==> src/rtl/dsr_pkg.sv <==
package dsr_pkg;

    typedef enum logic [1:0] {
        ZONE_GPR     = 2'd0,
        ZONE_SPECIAL = 2'd1,
        ZONE_MEM     = 2'd2
    } zone_e;

    // Index of a core-owned port inside the top eight ports of the I/O region.
    localparam logic [2:0] SUB_EIND = 3'd4;
    localparam logic [2:0] SUB_SPL  = 3'd5;
    localparam logic [2:0] SUB_SPH  = 3'd6;
    localparam logic [2:0] SUB_SREG = 3'd7;

    localparam int PAGE_N  = 4;
    localparam int WIDE_W  = 24;
    localparam int SHIFT_W = 16;

    typedef struct packed {
        logic [15:0]                   sp;
        logic [7:0]                    sreg;
        logic [WIDE_W-1:0]             eind;
        logic [PAGE_N-1:0][WIDE_W-1:0] page;
    } cpuio_t;

    function automatic logic [WIDE_W-1:0] to_wide(input logic [7:0] b);
        return {b, {SHIFT_W{1'b0}}};
    endfunction

endpackage

==> src/rtl/dsr_decode.sv <==
module dsr_decode #(
    parameter int ADDR_W = 16,
    parameter int GPR_N  = 32,
    parameter int IO_N   = 64
) (
    input  logic                     port_mode,
    input  logic [ADDR_W-1:0]        addr,
    output dsr_pkg::zone_e           zone,
    output logic [$clog2(GPR_N)-1:0] gpr_idx,
    output logic [2:0]               sub,
    output logic [ADDR_W-1:0]        mem_addr
);
    import dsr_pkg::*;

    localparam int GPR_AW = $clog2(GPR_N);
    localparam int IO_AW  = $clog2(IO_N);
    localparam logic [ADDR_W-1:0] GPR_LIM  = ADDR_W'(GPR_N);
    localparam logic [ADDR_W-1:0] IO_LIM   = ADDR_W'(GPR_N + IO_N);
    localparam logic [ADDR_W-1:0] SPC_BASE = ADDR_W'(IO_N - 8);

    logic              in_gpr;
    logic              in_io;
    logic [ADDR_W-1:0] io_off;

    always_comb begin
        in_gpr  = !port_mode && (addr < GPR_LIM);
        in_io   = port_mode || (!in_gpr && (addr < IO_LIM));
        io_off  = port_mode ? ADDR_W'(addr[IO_AW-1:0]) : (addr - GPR_LIM);
        gpr_idx = addr[GPR_AW-1:0];
        sub     = io_off[2:0];
        if (in_gpr) begin
            zone     = ZONE_GPR;
            mem_addr = addr;
        end else if (in_io) begin
            zone     = (io_off >= SPC_BASE) ? ZONE_SPECIAL : ZONE_MEM;
            mem_addr = GPR_LIM + io_off;
        end else begin
            zone     = ZONE_MEM;
            mem_addr = addr;
        end
    end

endmodule

==> src/rtl/dsr_gpr.sv <==
module dsr_gpr #(
    parameter int GPR_N = 32
) (
    input  logic                     clk,
    input  logic                     rst_n,
    input  logic                     we,
    input  logic [$clog2(GPR_N)-1:0] idx,
    input  logic [7:0]               wdata,
    output logic [7:0]               rdata
);
    logic [7:0] gpr_d [GPR_N];
    logic [7:0] gpr_q [GPR_N];

    always_comb begin
        for (int i = 0; i < GPR_N; i++) begin
            gpr_d[i] = gpr_q[i];
            if (we && (idx == $bits(idx)'(i))) begin
                gpr_d[i] = wdata;
            end
        end
    end

    always_ff @(posedge clk) begin
        for (int i = 0; i < GPR_N; i++) begin
            if (!rst_n) begin
                gpr_q[i] <= 8'h00;
            end else begin
                gpr_q[i] <= gpr_d[i];
            end
        end
    end

    assign rdata = gpr_q[idx];

endmodule

==> src/rtl/dsr_cpu_io.sv <==
module dsr_cpu_io #(
    parameter logic [15:0] SP_RESET = 16'h0000
) (
    input  logic                                       clk,
    input  logic                                       rst_n,
    input  logic                                       we,
    input  logic [2:0]                                 sub,
    input  logic [7:0]                                 wdata,
    input  logic [dsr_pkg::PAGE_N-1:0]                 feat_page,
    input  logic                                       feat_wide_sp,
    output logic [7:0]                                 rdata,
    output logic [15:0]                                sp_o,
    output logic [7:0]                                 sreg_o,
    output logic [dsr_pkg::PAGE_N-1:0][dsr_pkg::WIDE_W-1:0] page_o,
    output logic [dsr_pkg::WIDE_W-1:0]                 eind_o
);
    import dsr_pkg::*;

    localparam cpuio_t RESET_ST = '{sp: SP_RESET, sreg: 8'h00, eind: '0, page: '0};

    cpuio_t            st_d;
    cpuio_t            st_q;
    logic [PAGE_N-1:0] page_we;

    for (genvar i = 0; i < PAGE_N; i++) begin : g_page
        assign page_we[i] = we && (sub == 3'(i)) && feat_page[i];
    end

    always_comb begin
        st_d = st_q;
        for (int i = 0; i < PAGE_N; i++) begin
            if (page_we[i]) begin
                st_d.page[i] = to_wide(wdata);
            end
        end
        if (we) begin
            case (sub)
                SUB_EIND: st_d.eind = to_wide(wdata);
                SUB_SPL:  st_d.sp[7:0] = wdata;
                SUB_SPH:  if (feat_wide_sp) st_d.sp[15:8] = wdata;
                SUB_SREG: st_d.sreg = wdata;
                default:  ;
            endcase
        end
    end

    always_ff @(posedge clk) begin
        if (!rst_n) begin
            st_q <= RESET_ST;
        end else begin
            st_q <= st_d;
        end
    end

    always_comb begin
        case (sub)
            SUB_EIND: rdata = st_q.eind[WIDE_W-1:SHIFT_W];
            SUB_SPL:  rdata = st_q.sp[7:0];
            SUB_SPH:  rdata = st_q.sp[15:8];
            SUB_SREG: rdata = st_q.sreg;
            default:  rdata = st_q.page[sub[1:0]][WIDE_W-1:SHIFT_W];
        endcase
    end

    assign sp_o   = st_q.sp;
    assign sreg_o = st_q.sreg;
    assign page_o = st_q.page;
    assign eind_o = st_q.eind;

endmodule

==> src/rtl/data_space_router.sv <==
module data_space_router #(
    parameter int          ADDR_W   = 16,
    parameter int          GPR_N    = 32,
    parameter int          IO_N     = 64,
    parameter logic [15:0] SP_RESET = 16'h0000
) (
    input  logic             clk,
    input  logic             rst_n,
    input  logic [3:0]       feat_page,
    input  logic             feat_wide_sp,
    input  logic             req_valid,
    input  logic             req_port,
    input  logic             req_we,
    input  logic [ADDR_W-1:0] req_addr,
    input  logic [7:0]       req_wdata,
    output logic             req_ready,
    output logic [7:0]       req_rdata,
    output logic             mem_valid,
    output logic             mem_we,
    output logic [ADDR_W-1:0] mem_addr,
    output logic [7:0]       mem_wdata,
    input  logic             mem_ready,
    input  logic [7:0]       mem_rdata,
    output logic [15:0]      sp_o,
    output logic [7:0]       sreg_o,
    output logic [3:0][23:0] page_o,
    output logic [23:0]      eind_o
);
    import dsr_pkg::*;

    localparam int GPR_AW = $clog2(GPR_N);

    zone_e             zone;
    logic [GPR_AW-1:0] gpr_idx;
    logic [2:0]        sub;
    logic [7:0]        gpr_rdata;
    logic [7:0]        io_rdata;
    logic              gpr_we;
    logic              io_we;

    dsr_decode #(.ADDR_W(ADDR_W), .GPR_N(GPR_N), .IO_N(IO_N)) u_decode (
        .port_mode (req_port),
        .addr      (req_addr),
        .zone      (zone),
        .gpr_idx   (gpr_idx),
        .sub       (sub),
        .mem_addr  (mem_addr)
    );

    assign gpr_we = req_valid && req_we && (zone == ZONE_GPR);
    assign io_we  = req_valid && req_we && (zone == ZONE_SPECIAL);

    dsr_gpr #(.GPR_N(GPR_N)) u_gpr (
        .clk   (clk),
        .rst_n (rst_n),
        .we    (gpr_we),
        .idx   (gpr_idx),
        .wdata (req_wdata),
        .rdata (gpr_rdata)
    );

    dsr_cpu_io #(.SP_RESET(SP_RESET)) u_cpu_io (
        .clk          (clk),
        .rst_n        (rst_n),
        .we           (io_we),
        .sub          (sub),
        .wdata        (req_wdata),
        .feat_page    (feat_page),
        .feat_wide_sp (feat_wide_sp),
        .rdata        (io_rdata),
        .sp_o         (sp_o),
        .sreg_o       (sreg_o),
        .page_o       (page_o),
        .eind_o       (eind_o)
    );

    always_comb begin
        mem_valid = req_valid && (zone == ZONE_MEM);
        mem_we    = req_we;
        mem_wdata = req_wdata;
        case (zone)
            ZONE_GPR: begin
                req_ready = 1'b1;
                req_rdata = gpr_rdata;
            end
            ZONE_SPECIAL: begin
                req_ready = 1'b1;
                req_rdata = io_rdata;
            end
            default: begin
                req_ready = mem_ready;
                req_rdata = mem_rdata;
            end
        endcase
    end

endmodule

==> config.mk <==
export PLATFORM = sky130hd
export DESIGN_NAME = data_space_router
export DESIGN_NICKNAME = d
export VERILOG_FILES = /design/src/rtl/dsr_pkg.sv /design/src/rtl/dsr_decode.sv /design/src/rtl/dsr_gpr.sv /design/src/rtl/dsr_cpu_io.sv /design/src/rtl/data_space_router.sv
export SDC_FILE = /design/constraint.sdc
export NUM_CORES = 1
export LEC_CHECK = 0
export BUFFER_PORTS_ARGS = -buffer_cell sky130_fd_sc_hd__buf_2
export CAP_MARGIN = 5
export CORE_UTILIZATION = 60
export CTS_BUF_LIST = sky130_fd_sc_hd__clkbuf_8
export DETAILED_ROUTE_END_ITERATION = 8
export PLACE_DENSITY = 0.89
export SLEW_MARGIN = 20
export SYNTH_ARGS = -nofsm -noshare
export SYNTH_HDL_FRONTEND = slang
export SYNTH_HIERARCHICAL = 1
export SYNTH_SLANG_ARGS = --single-unit
==> constraint.sdc <==
create_clock -name clk -period 10.1 [get_ports clk]
set_input_delay 0.505 -clock clk [delete_from_list [all_inputs] [get_ports clk]]
set_output_delay 0.505 -clock clk [all_outputs]
set_load 0.02 [all_outputs]
; Word-level counts from Yosys, hierarchy flattened
; Memory sizes are Yosys's and may differ from the RTL's.
; Index checks and enable logic that the tools add are counted.
[word_totals]
register_bits = 64
ramBits = 256
input_bits = 43
elab_cells = 285
n_memories = 1
[op_classes]
n_addsub = 2
magnitude_cmp = 4
n_eq_ne = 72
n_mux = 77
n_bitwise = 32
reduce_logical = 89
[mem_list]
columns = memory, words, word_bits, read_ports, rd_clocked_by_memory_dff, write_ports, line
row1 = u_gpr.gpr_q, 32, 8, 1, 0, 32, dsr_gpr.sv:12  ; logic [7:0] gpr_q [GPR_N];
[ops]
columns = op, n
row1 = $mux 8, 64
row2 = $eq 5x5->1 const B, 16
row3 = $reduce_and 2->1, 35
row4 = $bmux 24 s2, 1
row5 = $mux 16, 3
row6 = $logic_and 1x1->1, 46
row7 = $eq 5x4->1 const B, 8
row8 = $ne 1x1->1 const B, 32
row9 = $or 1x1->1, 32
row10 = $pmux 8 s4, 1
row11 = $mux 24, 1
row12 = $eq 5x3->1 const B, 4
row13 = $add 6x16->16 const A, 1
row14 = $ge 16x6->1 const B, 1
row15 = $lt 16x6->1 const B, 1
row16 = $lt 16x7->1 const B, 1
row17 = $pmux 8 s2, 1
row18 = $sub 16x6->16 const B, 1
row19 = $eq 3x3->1 const B, 4
row20 = $eq 5x2->1 const B, 2
row21 = $eq 3x2->1 const B, 2
row22 = $mux 2, 3
row23 = $eq 5x1->1 const B, 1
row24 = $logic_not 5->1, 1
row25 = other kinds (11), 14

; Longest topological paths before layout
[depth]
depth_word = 13
mapped_depth = 17

; Hierarchy
; Netlist, hierarchy kept.
[by_module_without_submodules]
columns = module, instances, cells_each, area_per_inst_um2
row1 = dsr_gpr, 1, 901, 12186.7
row2 = dsr_cpu_io, 1, 353, 3559.7
row3 = dsr_decode, 1, 92, 600.6
row4 = data_space_router, 1, 41, 280.3

; Worst setup path before layout
; No wires, ideal clock.
[synth_path]
path_kind = input to register
from = in req_addr[6]
to = mem u_gpr.gpr_q[1][0] (enable)
setup_ns = 0.384
arrival_time_ns = 3.792
t_required_ns = 9.716
slack_ns = 5.924
stages = 15
path_buffers = 4
cell_sequence = buf_2 -> inv_1 -> ha_1 -> buf_2 -> and3b_2 -> a31oi_1 -> or4_1 -> a2111oi_2 -> a211oi_1 -> buf_6 -> nor3_1 -> clkbuf_1 -> nor2b_1 -> nand2_1 -> o21ai_0
[synth_rtl]
columns = item, line
row1 = start: declaration, data_space_router.sv:14  ; input logic [ADDR_W-1:0] req_addr,
row2 = end: declaration, dsr_gpr.sv:12

==> flow_metrics.py <==
metrics = {
    "clocking": {
        "cts_setup_buffers": 0,
        "cts_resized": 0,
        "clockRootBuffer": "clkbuf_8",
        "clock_sinks": 320,
        "ctsHoldBuffers": 0,
        "cts_tree": "built",
        "clockBufferDepth": 3,
        "clkTransAtPathRegs_ps": 60,
        "numCtsBuffers": 49,
        "h-tree-depth": 2,
        "clk_latency_ps": 560,
    },
    "grt": {
        "grt_pass1_vias": 11100,
        "grtUsageTotal_pct": 29.4,
        "grt_max_degree": 81,
        "grt-ovfl-total": 0,
        "antenna_found_initial": 0,
        "grt_pass1_wl_um": 63000,
    },
    "logic_synthesis": {
        "syn-cell-area_sq_um": 16600,
        "ys_types": 71,
        "yosys.area.top_type": "edfxtp_1",
        "ys.warnings.count": 6,
        "synthFlopType": "edfxtp_1",
        "syn_inst": 1387,
        "synth_area_leaders": "edfxtp_1 46%, and2_1 9.7%, mux2i_1 8.8%, dfxtp_1 7.7%, buf_4 5.0%",
        "postSynthAreaPerCell_sq_um": 12.0,
        "synthArstFlopShare_pct": 0,
        "ys_ff_latch": 320,
        "synth_edf_count": 256,
        "yosys.area.top_type_share_pct": 46.2,
        "yosysSeqAreaShare_pct": 53.9,
    },
    "floorplan": {
        "core_sq_um": 27100,
        "ioPinCount": 222,
        "initial_utilization_pct": 61.4,
        "rows": 60,
        "die_h_um": 168,
        "die_area_sq_um": 28400,
        "die_w_um": 168,
    },
    "place": {
        "numPortBuffers": 141,
        "place_ws_ps": 5140,
        "routabilityCongestion": 0.896,
        "dpl.hpwl_um": 27100,
    },
    "power": {
        "p_per_area_nw_per_um2": 157,
        "leakagePower_nw": 7.27,
        "ir_worst_vdd_mv": 0.124,
    },
    "sta": {
        "finClkSkew_ps": 0,
        "rsz0062_at_grt": "false",
        "setup_tns_ps": 0,
        "max_freq_mhz": 225,
        "final_hold_viol_count": 0,
        "setup_violations": 0,
        "worst_pin_slew_ps": 1200,
        "min_period_over_period_pct": 44.0,
        "slew_headroom_pct": 19.2,
        "worst_slack_ps": 5660,
        "fin_crit_ps": 4440,
        "maxSlewViolCount": 0,
    },
    "critical_path": {
        "path_cells": "buf_2 -> inv_1 -> ha_1 -> and3b_2 -> a31oi_1 -> or4_1 -> a2111oi_2 -> a211oi_2 -> nor3_1 -> buf_4 -> nor2b_1 -> nand2_1 -> o21ai_0",
        "crit_required_ps": 10280,
        "slowest_delay_ps": 860,
        "critPathSlowestCell": "o21ai_0",
        "startpoint_type": "input port",
        "path_max_fanout": 13,
        "arrival_ps": 4630,
        "endpoint_kind": "flop",
        "path_class": "in -> reg",
    },
    "cells_and_area": {
        "num-fill-cells": 1888,
        "diodes": 0,
        "area_delta_synth_final_pct": 7.18,
        "drive_gt1_share_pct": 18.3,
        "final_nets": 1516,
    },
    "drt": {
        "totalWireLength_um": 41900,
        "remaining_drc_errors": 0,
        "viasPerCell": 6.13,
        "wl_per_cell_um": 22.3,
        "drt_iter0_drc": 1680,
        "vias": 11500,
        "antenna_left": 0,
        "drt_first_pass_iters": 6,
    },
    "run_status": {
        "status": "finished clean",
    },
    "job": {
        "max_cap_violations": 0,
    },
    "min_path": {
        "min_path_type": "in -> reg",
    },
}
[layout make-up]
class | instances | area (sq um) | area share (%)
inverters | 10 | 37.5 | 0.211
clock inverters | 38 | 210 | 1.18
multi-input cells | 941 | 6640 | 37.3
flip-flops and latches | 320 | 8970 | 50.3
clock buffers | 52 | 716 | 4.02
well taps | 372 | 465 | 2.61
repair buffers | 150 | 779 | 4.37
[state kept, by name (all words and copies together), names as in the netlist]
signal / count
u_gpr/gpr_q: 256
u_cpu_io/sp_o: 16
u_cpu_io/sreg_o: 8
u_cpu_io/page_o: 32
u_cpu_io/eind_o: 8
[report_power, final]
| group | switching [mW] | internal [mW] | total [mW] |
|---|---|---|---|
| clock | 0.491 | 0.528 | 1.02 |
| sequential | 0.0197 | 1.47 | 1.49 |
| combinational | 0.200 | 0.0806 | 0.281 |
[cell families (layout without fill, tap and decap cells)]
group | Yosys count | after routing | synth area share [%]
AND/OR/NAND/NOR | 514 | 514 | 17.2
AO/OA/AOI/OAI | 149 | 149 | 6.22
multiplexers | 192 | 192 | 14.3
other | 1 | 80 | 0.0226
flip-flops | 320 | 320 | 53.9
XOR/XNOR | 5 | 5 | 0.263
buffers and inverters | 205 | 250 | 7.95
adder cells (fa/ha/maj) | 1 | 1 | 0.0752
[through the flow]
step	hold WS (ps)	util (%)	cells	total power, mW	instance area [sq um]
2_1_floorplan	545	-	1466	1.73	16900
3_3_place_gp	459	62.3	1793	1.78	16900
3_5_place_dp	470	62.3	1793	1.79	16900
4_1_cts	395	65.7	1883	2.79	17800
5_1_grt	418	65.8	1883	2.87	17800
6_report	423	65.8	1883	2.79	17800
[layout by cell type, fill, tap and decap left out, types with 16 or more instances in the layout]
| cell type | netlist | routed |
|---|---|---|
| nand2_1 | 113 | 113 |
| o21ai_0 | 40 | 17 |
| a22oi_1 | 32 | 32 |
| a21boi_0 | 16 | 16 |
| nor2_1 | 59 | 58 |
| conb_1 | 1 | 80 |
| nand3_1 | 20 | 20 |
| edfxtp_1 | 256 | 256 |
| mux4_2 | 25 | 25 |
| and2_1 | 258 | 258 |
| inv_1 | 9 | 27 |
| buf_2 | 14 | 140 |
| dfxtp_1 | 64 | 64 |
| o21ai_1 | 6 | 29 |
| clkbuf_8 | 0 | 52 |
| mux2i_1 | 146 | 146 |
[worst paths after layout]
path                   endpoint  slack (ps)  depth (start not counted)               start
max           u_gpr/gpr_q[7][2]        5660                         13         req_addr[5]
min            u_cpu_io/sp_o[9]         420                          3        feat_wide_sp
max reg2reg  u_cpu_io/sreg_o[6]        9350                          2  u_cpu_io/sreg_o[6]
min reg2reg    u_cpu_io/sp_o[9]         480                          2    u_cpu_io/sp_o[9]
[layer usage]
metal	up-vias	global-route usage [%]	wire (um)	part of all wire [%]
met5	-	0	0	0
met4	0	15.7	1960	4.7
met3	156	5.49	4360	10
met2	811	45.9	19600	47
met1	5617	39.3	16000	38
li1	4955	-	-	-
[worst max-delay path: cells and delay by family]
kind	cells	cell delay, ps
buf+inv	3	520
compound gates	4	1540
simple gates	5	1710
fa+ha+maj	1	340
[synthesized netlist by cell type, drive strengths merged, types with 2 or more instances]
master  number
nor3         6
or2          2
xor2         3
edfxtp     256
a31oi        7
o211ai       2
and2       259
o21ai       47
o221ai       8
and3b        3
nand4b       2
o22a         8
a21o         5
nor3b        3
buf        141
nor2b       15
mux2        13
inv          9
nand3       22
dfxtp       64
o21a         4
o221a        4
a22o         3
clkbuf      54
mux4        33
nand2      113
nand4        8
and3         4
xnor2        2
a22oi       32
a21boi      16
nor2        59
nand2b       7
a21oi        6
a31o         2
and4         2
mux2i      146
(Power assumes the default switching activity.)
